===== config.mk =====
export PLATFORM = sky130hd
export DESIGN_NAME = gpio_fifo_expander
export DESIGN_NICKNAME = d
export VERILOG_FILES = /design/src/rtl/gpx_pkg.sv /design/src/rtl/gpx_sync.sv /design/src/rtl/gpx_port_bank.sv /design/src/rtl/gpx_fifo_ctrl.sv /design/src/rtl/gpio_fifo_expander.sv
export SDC_FILE = /design/constraint.sdc
export NUM_CORES = 1
export LEC_CHECK = 0
export BUFFER_PORTS_ARGS = -buffer_cell sky130_fd_sc_hd__buf_2
export CORE_MARGIN = 2
export CORE_UTILIZATION = 40
export DETAILED_ROUTE_END_ITERATION = 8
export GPL_TIMING_DRIVEN = 0
export SLEW_MARGIN = 5
export SYNTH_ARGS = -nofsm -noshare
export SYNTH_HDL_FRONTEND = slang
export SYNTH_HIERARCHICAL = 1
export SYNTH_SLANG_ARGS = --single-unit
export TNS_END_PERCENT = 100

===== constraint.sdc =====
create_clock -name clk -period 4.25 [get_ports clk]
set_clock_uncertainty 0.05 [all_clocks]
set_input_delay 0 -clock clk [delete_from_list [all_inputs] [get_ports clk]]
set_output_delay 0 -clock clk [all_outputs]
set_load 0.005 [all_outputs]

===== src/rtl/gpx_pkg.sv =====
`timescale 1ns/1ps
package gpx_pkg;

  typedef enum logic [1:0] {
    OP_READ   = 2'd0,
    OP_SETVAL = 2'd1,
    OP_SETDIR = 2'd2,
    OP_RSVD   = 2'd3
  } gpx_op_e;

  function automatic gpx_op_e cmd_op(input logic [7:0] b);
    return gpx_op_e'(b[4:3]);
  endfunction

  function automatic logic [2:0] cmd_port(input logic [7:0] b);
    return b[2:0];
  endfunction

  // A command is usable when its upper bits are clear, the operation is
  // defined and the port exists.
  function automatic logic cmd_valid(input logic [7:0] b, input int unsigned nports);
    return (b[7:5] == 3'b000) && (b[4:3] != 2'b11) && (int'(b[2:0]) < nports);
  endfunction

endpackage


===== src/rtl/gpx_sync.sv =====
`timescale 1ns/1ps
module gpx_sync #(
  parameter int unsigned W = 48
) (
  input  logic         clk,
  input  logic         rst_n,
  input  logic [W-1:0] d,
  output logic [W-1:0] q
);
  logic [W-1:0] meta_q;
  logic [W-1:0] sync_q;

  always_ff @(posedge clk or negedge rst_n) begin
    if (!rst_n) begin
      meta_q <= '0;
      sync_q <= '0;
    end else begin
      meta_q <= d;
      sync_q <= meta_q;
    end
  end

  assign q = sync_q;
endmodule


===== src/rtl/gpx_port_bank.sv =====
`timescale 1ns/1ps
module gpx_port_bank #(
  parameter int unsigned NUM_PORTS = 6,
  parameter int unsigned PORT_W    = 8
) (
  input  logic                          clk,
  input  logic                          rst_n,
  input  logic                          we,
  input  logic                          to_dir,
  input  logic [2:0]                    port,
  input  logic [PORT_W-1:0]             data,
  output logic [NUM_PORTS*PORT_W-1:0]   out_flat,
  output logic [NUM_PORTS*PORT_W-1:0]   oe_flat
);
  for (genvar p = 0; p < NUM_PORTS; p++) begin : g_port
    logic [PORT_W-1:0] val_q;
    logic [PORT_W-1:0] dir_q;
    wire hit = we && (port == 3'(p));

    always_ff @(posedge clk or negedge rst_n) begin
      if (!rst_n) begin
        val_q <= '0;
        dir_q <= '1;
      end else if (hit) begin
        if (to_dir) dir_q <= data;
        else        val_q <= data;
      end
    end

    assign out_flat[p*PORT_W +: PORT_W] = val_q;
    assign oe_flat[p*PORT_W +: PORT_W]  = ~dir_q;
  end
endmodule


===== src/rtl/gpx_fifo_ctrl.sv =====
`timescale 1ns/1ps
module gpx_fifo_ctrl
  import gpx_pkg::*;
#(
  parameter int unsigned NUM_PORTS = 6,
  parameter int unsigned PORT_W    = 8,
  parameter int unsigned RD_CYC    = 2,
  parameter int unsigned WR_CYC    = 2
) (
  input  logic              clk,
  input  logic              rst_n,
  input  logic              rxf_n,
  input  logic [PORT_W-1:0] fifo_din,
  output logic              rd_n,
  input  logic              txe_n,
  output logic [PORT_W-1:0] fifo_dout,
  output logic              fifo_dout_oe,
  output logic              wr_n,
  output logic [2:0]        look_port,
  input  logic [PORT_W-1:0] reply_byte,
  output logic              reg_we,
  output logic              reg_dir,
  output logic [2:0]        reg_port,
  output logic [PORT_W-1:0] reg_data,
  output logic              byte_done,
  output logic              cmd_drop
);
  localparam int unsigned MAXC  = (RD_CYC > WR_CYC) ? RD_CYC : WR_CYC;
  localparam int unsigned CNT_W = (MAXC > 1) ? $clog2(MAXC + 1) : 1;

  typedef enum logic [1:0] {ST_IDLE, ST_FETCH, ST_WAIT_TX, ST_SEND} st_e;

  st_e                st_q;
  logic [CNT_W-1:0]   cnt_q;
  logic               rd_n_q, wr_n_q;
  logic               pend_q, pend_dir_q;
  logic [2:0]         pend_port_q;
  logic [PORT_W-1:0]  reply_q;

  wire fetch_done = (st_q == ST_FETCH) && (cnt_q == CNT_W'(RD_CYC - 1));
  wire send_done  = (st_q == ST_SEND)  && (cnt_q == CNT_W'(WR_CYC - 1));
  wire is_cmd     = fetch_done && !pend_q;
  wire cmd_ok     = cmd_valid(fifo_din[7:0], NUM_PORTS);
  wire cmd_read   = is_cmd && cmd_ok && (cmd_op(fifo_din[7:0]) == OP_READ);

  assign byte_done = fetch_done;
  assign cmd_drop  = is_cmd && !cmd_ok;
  assign reg_we    = fetch_done && pend_q;
  assign reg_dir   = pend_dir_q;
  assign reg_port  = pend_port_q;
  assign reg_data  = fifo_din;
  assign look_port = cmd_port(fifo_din[7:0]);

  always_ff @(posedge clk or negedge rst_n) begin
    if (!rst_n) begin
      st_q        <= ST_IDLE;
      cnt_q       <= '0;
      rd_n_q      <= 1'b1;
      wr_n_q      <= 1'b1;
      pend_q      <= 1'b0;
      pend_dir_q  <= 1'b0;
      pend_port_q <= '0;
      reply_q     <= '0;
    end else begin
      case (st_q)
        ST_IDLE: begin
          if (!rxf_n) begin
            st_q   <= ST_FETCH;
            rd_n_q <= 1'b0;
            cnt_q  <= '0;
          end
        end
        ST_FETCH: begin
          if (fetch_done) begin
            rd_n_q <= 1'b1;
            st_q   <= ST_IDLE;
            if (pend_q) begin
              pend_q <= 1'b0;
            end else if (cmd_read) begin
              reply_q <= reply_byte;
              st_q    <= ST_WAIT_TX;
            end else if (cmd_ok) begin
              pend_q      <= 1'b1;
              pend_dir_q  <= (cmd_op(fifo_din[7:0]) == OP_SETDIR);
              pend_port_q <= cmd_port(fifo_din[7:0]);
            end
          end else begin
            cnt_q <= cnt_q + 1'b1;
          end
        end
        ST_WAIT_TX: begin
          if (!txe_n) begin
            st_q   <= ST_SEND;
            wr_n_q <= 1'b0;
            cnt_q  <= '0;
          end
        end
        ST_SEND: begin
          if (send_done) begin
            wr_n_q <= 1'b1;
            st_q   <= ST_IDLE;
          end else begin
            cnt_q <= cnt_q + 1'b1;
          end
        end
        default: st_q <= ST_IDLE;
      endcase
    end
  end

  assign rd_n         = rd_n_q;
  assign wr_n         = wr_n_q;
  assign fifo_dout    = reply_q;
  assign fifo_dout_oe = (st_q == ST_SEND);
endmodule


===== src/rtl/gpio_fifo_expander.sv =====
`timescale 1ns/1ps
module gpio_fifo_expander #(
  parameter int unsigned NUM_PORTS = 6,
  parameter int unsigned PORT_W    = 8,
  parameter int unsigned RD_CYC    = 2,
  parameter int unsigned WR_CYC    = 2
) (
  input  logic                        clk,
  input  logic                        rst_n,
  input  logic                        rxf_n,
  input  logic [PORT_W-1:0]           fifo_din,
  output logic                        rd_n,
  input  logic                        txe_n,
  output logic [PORT_W-1:0]           fifo_dout,
  output logic                        fifo_dout_oe,
  output logic                        wr_n,
  input  logic [NUM_PORTS*PORT_W-1:0] pin_in,
  output logic [NUM_PORTS*PORT_W-1:0] pin_out,
  output logic [NUM_PORTS*PORT_W-1:0] pin_oe
);
  localparam int unsigned NPINS = NUM_PORTS * PORT_W;

  logic [NPINS-1:0]  pins_sync;
  logic [2:0]        look_port;
  logic [PORT_W-1:0] reply_byte;
  logic              reg_we, reg_dir, byte_done, cmd_drop;
  logic [2:0]        reg_port;
  logic [PORT_W-1:0] reg_data;

  gpx_sync #(.W(NPINS)) u_sync (
    .clk(clk), .rst_n(rst_n), .d(pin_in), .q(pins_sync)
  );

  always_comb begin
    reply_byte = '0;
    for (int p = 0; p < NUM_PORTS; p++) begin
      if (look_port == 3'(p)) reply_byte = pins_sync[p*PORT_W +: PORT_W];
    end
  end

  gpx_fifo_ctrl #(
    .NUM_PORTS(NUM_PORTS), .PORT_W(PORT_W), .RD_CYC(RD_CYC), .WR_CYC(WR_CYC)
  ) u_ctrl (
    .clk(clk), .rst_n(rst_n),
    .rxf_n(rxf_n), .fifo_din(fifo_din), .rd_n(rd_n),
    .txe_n(txe_n), .fifo_dout(fifo_dout), .fifo_dout_oe(fifo_dout_oe), .wr_n(wr_n),
    .look_port(look_port), .reply_byte(reply_byte),
    .reg_we(reg_we), .reg_dir(reg_dir), .reg_port(reg_port), .reg_data(reg_data),
    .byte_done(byte_done), .cmd_drop(cmd_drop)
  );

  gpx_port_bank #(.NUM_PORTS(NUM_PORTS), .PORT_W(PORT_W)) u_bank (
    .clk(clk), .rst_n(rst_n),
    .we(reg_we), .to_dir(reg_dir), .port(reg_port), .data(reg_data),
    .out_flat(pin_out), .oe_flat(pin_oe)
  );
endmodule


== Word-level counts from Yosys, hierarchy flattened ==
Cells that the tools add are included.

* Register bits: 211
* Output and inout bits: 107

* Add/sub/neg operators: 1
* $lt $le $gt $ge: 1
* Equal/unequal tests: 22
* Muxes and demuxes: 27
* Bitwise gates (word level): 9
* Reductions and logical operators: 41

{| class="wikitable"
|+ Operator list
! operator !! count
|-
| 2-to-1 mux 8 bit || 6
|-
| NOT 8 bit || 6
|-
| AND reduction 2 bit || 13
|-
| 2-to-1 mux 2 bit || 10
|-
| one-hot mux 2 bit (4 select lines) || 2
|-
| logical AND 1 bit || 14
|-
| == test 3 x 2 -> 1 bit (second input constant) || 4
|-
| == test 3 bit (second input constant) || 4
|-
| AND reduction 4 bit || 3
|-
| inequality test 2 bit (second input constant) || 5
|-
| zero test 3 bit || 3
|-
| 2-to-1 mux 1 bit || 7
|-
| == test 2 bit (second input constant) || 3
|-
| == test 3 x 1 -> 1 bit (second input constant) || 2
|-
| AND reduction 3 bit || 2
|-
| AND reduction 5 bit || 1
|-
| == test 2 x 1 -> 1 bit (second input constant) || 2
|-
| zero test 2 bit || 2
|-
| inequality test 2 x 1 -> 1 bit (second input constant) || 2
|-
| one-hot mux 1 bit (2 select lines) || 2
|-
| nonzero test 2 bit || 2
|-
| less-than comparator 3 bit (second input constant) || 1
|-
| NOT 1 bit || 3
|-
| adder 2 x 1 -> 2 bit (second input constant) || 1
|-
| zero test 1 bit || 1
|}

== Longest topological paths before layout ==
* Depth in word-level cells: 9
* Gate-level depth with buffers: 8

== By module ==
The synthesis kept the hierarchy.

{| class="wikitable"
|+ By module, submodules not included
! module !! instances !! cells an instance !! area each (sq um)
|-
| gpx_port_bank || 1 || 274 || 3947.5
|-
| gpx_sync || 1 || 96 || 2402.3
|-
| gpx_fifo_ctrl || 1 || 77 || 965.9
|-
| gpio_fifo_expander || 1 || 47 || 457.9
|}

== Worst setup path before layout ==
Ideal clock, no wire load.

* Path kind: register to register
* Start: register u_ctrl.cnt_q[1]
* End: register u_bank.g_port[5].val_q[0]
* Setup time: 0.125 ns
* Arrival time: 1.868 ns
* Setup slack: 2.208 ns
* Stages on the path, launching flop included: 9
* Path buffers: 1
* Clock period less this slack: 2.042 ns
* Cell sequence: dfrtp_1 inv_1 ha_1 and3b_2 and2_1 nor2b_1 and4b_1 buf_2 mux2_2

* Longest elaborated chain between the ends: 5

{| class="wikitable"
|+ Ends and longest elaborated chain
! what !! RTL line !! source
|-
| start: declaration || gpx_fifo_ctrl.sv:34 || <nowiki>logic [CNT_W-1:0] cnt_q;</nowiki>
|-
| start signal: assignment || gpx_fifo_ctrl.sv:88 || <nowiki>cnt_q <= cnt_q + 1'b1;</nowiki>
|-
| start signal: assignment || gpx_fifo_ctrl.sv:103 || <nowiki>cnt_q <= cnt_q + 1'b1;</nowiki>
|-
| == test 2 x 1 -> 1 bit || gpx_fifo_ctrl.sv:40 || <nowiki>wire fetch_done = (st_q == ST_FETCH) && (cnt_q == CNT_W'(RD_CYC - 1));</nowiki>
|-
| logical AND 1 bit || gpx_fifo_ctrl.sv:40 ||
|-
| named net byte_done || gpio_fifo_expander.sv:26 || <nowiki>logic reg_we, reg_dir, byte_done, cmd_drop;</nowiki>
|-
| logical AND 1 bit || gpx_fifo_ctrl.sv:48 || <nowiki>assign reg_we = fetch_done && pend_q;</nowiki>
|-
| named net reg_we || gpio_fifo_expander.sv:26 ||
|-
| logical AND 1 bit || gpx_port_bank.sv:18 || <nowiki>wire hit = we && (port == 3'(p));</nowiki>
|-
| AND reduction 2 bit (no source line) || - ||
|-
| end signal: assignment || gpx_port_bank.sv:26 || <nowiki>else val_q <= data;</nowiki>
|-
| end: declaration || gpx_port_bank.sv:16 || <nowiki>logic [PORT_W-1:0] val_q;</nowiki>
|}

The timed path passes the listed nets, and every way through them passes these cells.
A chain may end at the register's enable or synchronous reset.

== Final worst setup path ==
* Start: register u_ctrl.cnt_q[1]
* End: register u_bank.g_port[0].dir_q[5]

* Longest elaborated chain between the ends: 5

{| class="wikitable"
|+ Ends and longest elaborated chain
! what !! RTL line !! source
|-
| == test 2 x 1 -> 1 bit || gpx_fifo_ctrl.sv:40 ||
|-
| logical AND 1 bit || gpx_fifo_ctrl.sv:40 ||
|-
| named net byte_done || gpio_fifo_expander.sv:26 ||
|-
| logical AND 1 bit || gpx_fifo_ctrl.sv:48 ||
|-
| named net reg_we || gpio_fifo_expander.sv:26 ||
|-
| logical AND 1 bit || gpx_port_bank.sv:18 ||
|-
| AND reduction 2 bit (no source line) || - ||
|-
| end signal: assignment || gpx_port_bank.sv:25 || <nowiki>if (to_dir) dir_q <= data;</nowiki>
|-
| end: declaration || gpx_port_bank.sv:17 || <nowiki>logic [PORT_W-1:0] dir_q;</nowiki>
|}

The timed path passes the listed nets, and every way through them passes these cells.

==> reports/metrics.cfg <==
[clock_network]
cts.sinks=211
htree_levels=1
cts_inserted_buffers=22
clk_latency_ps=490
clk_path_buf_depth=3
cts_setup_buffers=0
clk_pin_slew_worst_paths_ps=60
cts_root_buffer=clkbuf_16
cts_tree=built

[detailed_routing]
routed_wl_um=17000
ant_nets=0
vias=4626
dr.pass1.iters=4
wl_per_cell_um=16.6
drcViolationCount=0
drt_iter0_drc=125
viasPerCell=4.51

[floorplan]
num_rows=50
die_y_um=143
die_w_um=143
die-area_um2=20500
initial_core_util=0.411
design.core.area_um2=18900
ios=167

[hold_path]
min_path_type=in2async

[logic_synthesis]
netlist_area_um2=7770
yosys_warnings=6
synth_nets=554
netlist_instances=493
syn_area_per_cell_um2=15.8

[placed_design]
dp_cells=920
place_ws_ps=1710
hpwl_um=11300
routabilityCongestion=0.713
io_buffers=166

[layout]
stdcell_count=1025
num_antenna_cells=0
area_growth_pct=33.8
layout.nets=810
drive_gt1_frac=0.525
final_core_util=0.550

[sta]
final-setup-viol-count=0
finalCriticalPeriod_ps=2580
rsz0062_at_grt=false
timing.hold.ws_ps=82.2
fmax_mhz=388
period_share=0.607
fin_ws_ps=1670
hold_viol_final=0
finalMaxSlewViolations=0
tightest_slew_ps=798
slew-limit-headroom=0.464

[grt]
overflow=0
grt_usage=0.169
grt_max_degree=111
grt_pass1_vias=5135
antenna_found_initial=0
grt_first_pass_wirelength_um=26900

[worst_setup_path]
path_max_fanout=8
critPathLaunch=u_ctrl/cnt_q[1]$_DFFE_PN0P_
reg2reg_from=u_ctrl/cnt_q[1]$_DFFE_PN0P_
cp.arrival_ps=2940
worstSetupStartpointType=register
endpoint_kind=register
worstPathRequired_ps=4610
path_class=reg2reg

[flow_run]
drv_cap=0

[run_status]
outcome=complete, no violations

[power]
leakage_nw=4.81
p_per_area_nw_per_um2=485
ir_worst_vdd_mv=0.629
p_total_mw=5.04

state kept, by name (all words and copies together) (netlist names), named ones only:
register and cells:
u_ctrl/cnt_q 2, u_bank/g_port.val_q 48, u_ctrl/rd_n 1, u_ctrl/reg_dir 1
u_ctrl/pend_q 1, u_ctrl/st_q 1, u_ctrl/wr_n 1, u_sync/q 48
u_sync/meta_q 48, u_bank/g_port.dir_q 48, u_ctrl/reg_port 3, u_ctrl/fifo_dout 8
path summary, 6_finish.rpt:
kind,cells past startpoint,slack (ps),to
max in group asynchronous,3,3090,u_bank/g_port[5].dir_q[7]$_DFFE_PN1P_
min reg2reg,0,290,u_sync/q[47]$_DFF_PN0_
min in group clk,2,90,u_sync/meta_q[10]$_DFF_PN0_
min,2,80,u_sync/q[36]$_DFF_PN0_
max,7,1670,u_bank/g_port[0].dir_q[5]$_DFFE_PN1P_
max reg2reg,7,1670,u_bank/g_port[0].dir_q[5]$_DFFE_PN1P_
placed cells by master (no fill, tap or decap), types with 2 or more instances in the layout:
| cell | instances |
|---|---|
| clkbuf_16 | 23 |
| nand3b_1 | 2 |
| mux2i_1 | 25 |
| a221oi_2 | 4 |
| inv_1 | 51 |
| or2b_1 | 2 |
| nor3_4 | 2 |
| clkbuf_1 | 14 |
| nand3_1 | 3 |
| nand2_1 | 7 |
| buf_6 | 3 |
| nand2b_1 | 2 |
| mux2_2 | 108 |
| dfstp_2 | 50 |
| buf_4 | 12 |
| dlygate4sd3_1 | 65 |
| clkbuf_8 | 6 |
| nor2_1 | 3 |
| a21oi_1 | 2 |
| bufinv_16 | 3 |
| dfrtp_1 | 161 |
| o21a_1 | 8 |
| buf_2 | 172 |
| o21ai_0 | 4 |
| a221oi_1 | 4 |
| nor3b_1 | 2 |
| nor2_2 | 3 |
| clkinv_2 | 3 |
cell type report:
class,instances,area [um^2]
Inverter,51,191
Buffer,32,213
Timing Repair Buffer,232,1520
Clock inverter,6,105
Sequential cell,211,5340
Fill cell,1590,8500
Clock buffer,34,677
Tap cell,260,325
Multi-Input combinational cell,199,2020
worst max-delay path: stages (launching register included):
cell and delay (ps):
dfrtp_1 360, inv_1 70, ha_1 280, and3b_2 230, and2_1 240, nand2_1 210, nor4_4 640, mux2_2 410
per-stage QoR:
step | setup TNS, ps | area [um^2]
final | 0 | 10400
after detailed placement | 0 | 8960
after CTS | 0 | 10400
after global routing | 0 | 10400
after floorplan | 0 | 7770
after global placement | -5760 | 8920
routing by layer:
metal,track usage,up-vias,share of wire
met4,0.0366,0,0.014
met2,0.298,111,0.50
met1,0.218,2334,0.43
met5,0,-,0
met3,0.0340,20,0.049
li1,-,2161,-
report_power, final:
part | switching [mW] | leakage [nW] | internal (mW)
Clock | 0.739 | 0.387 | 1.27
Combinational | 0.325 | 1.97 | 0.350
Sequential | 0.102 | 2.46 | 2.25
timing repair:
item	in CTS	in global routing
hold buffers	65	0
gates resized for setup	0	0
endpoints found under the hold margin	176	0
(Power assumes the default switching activity.)
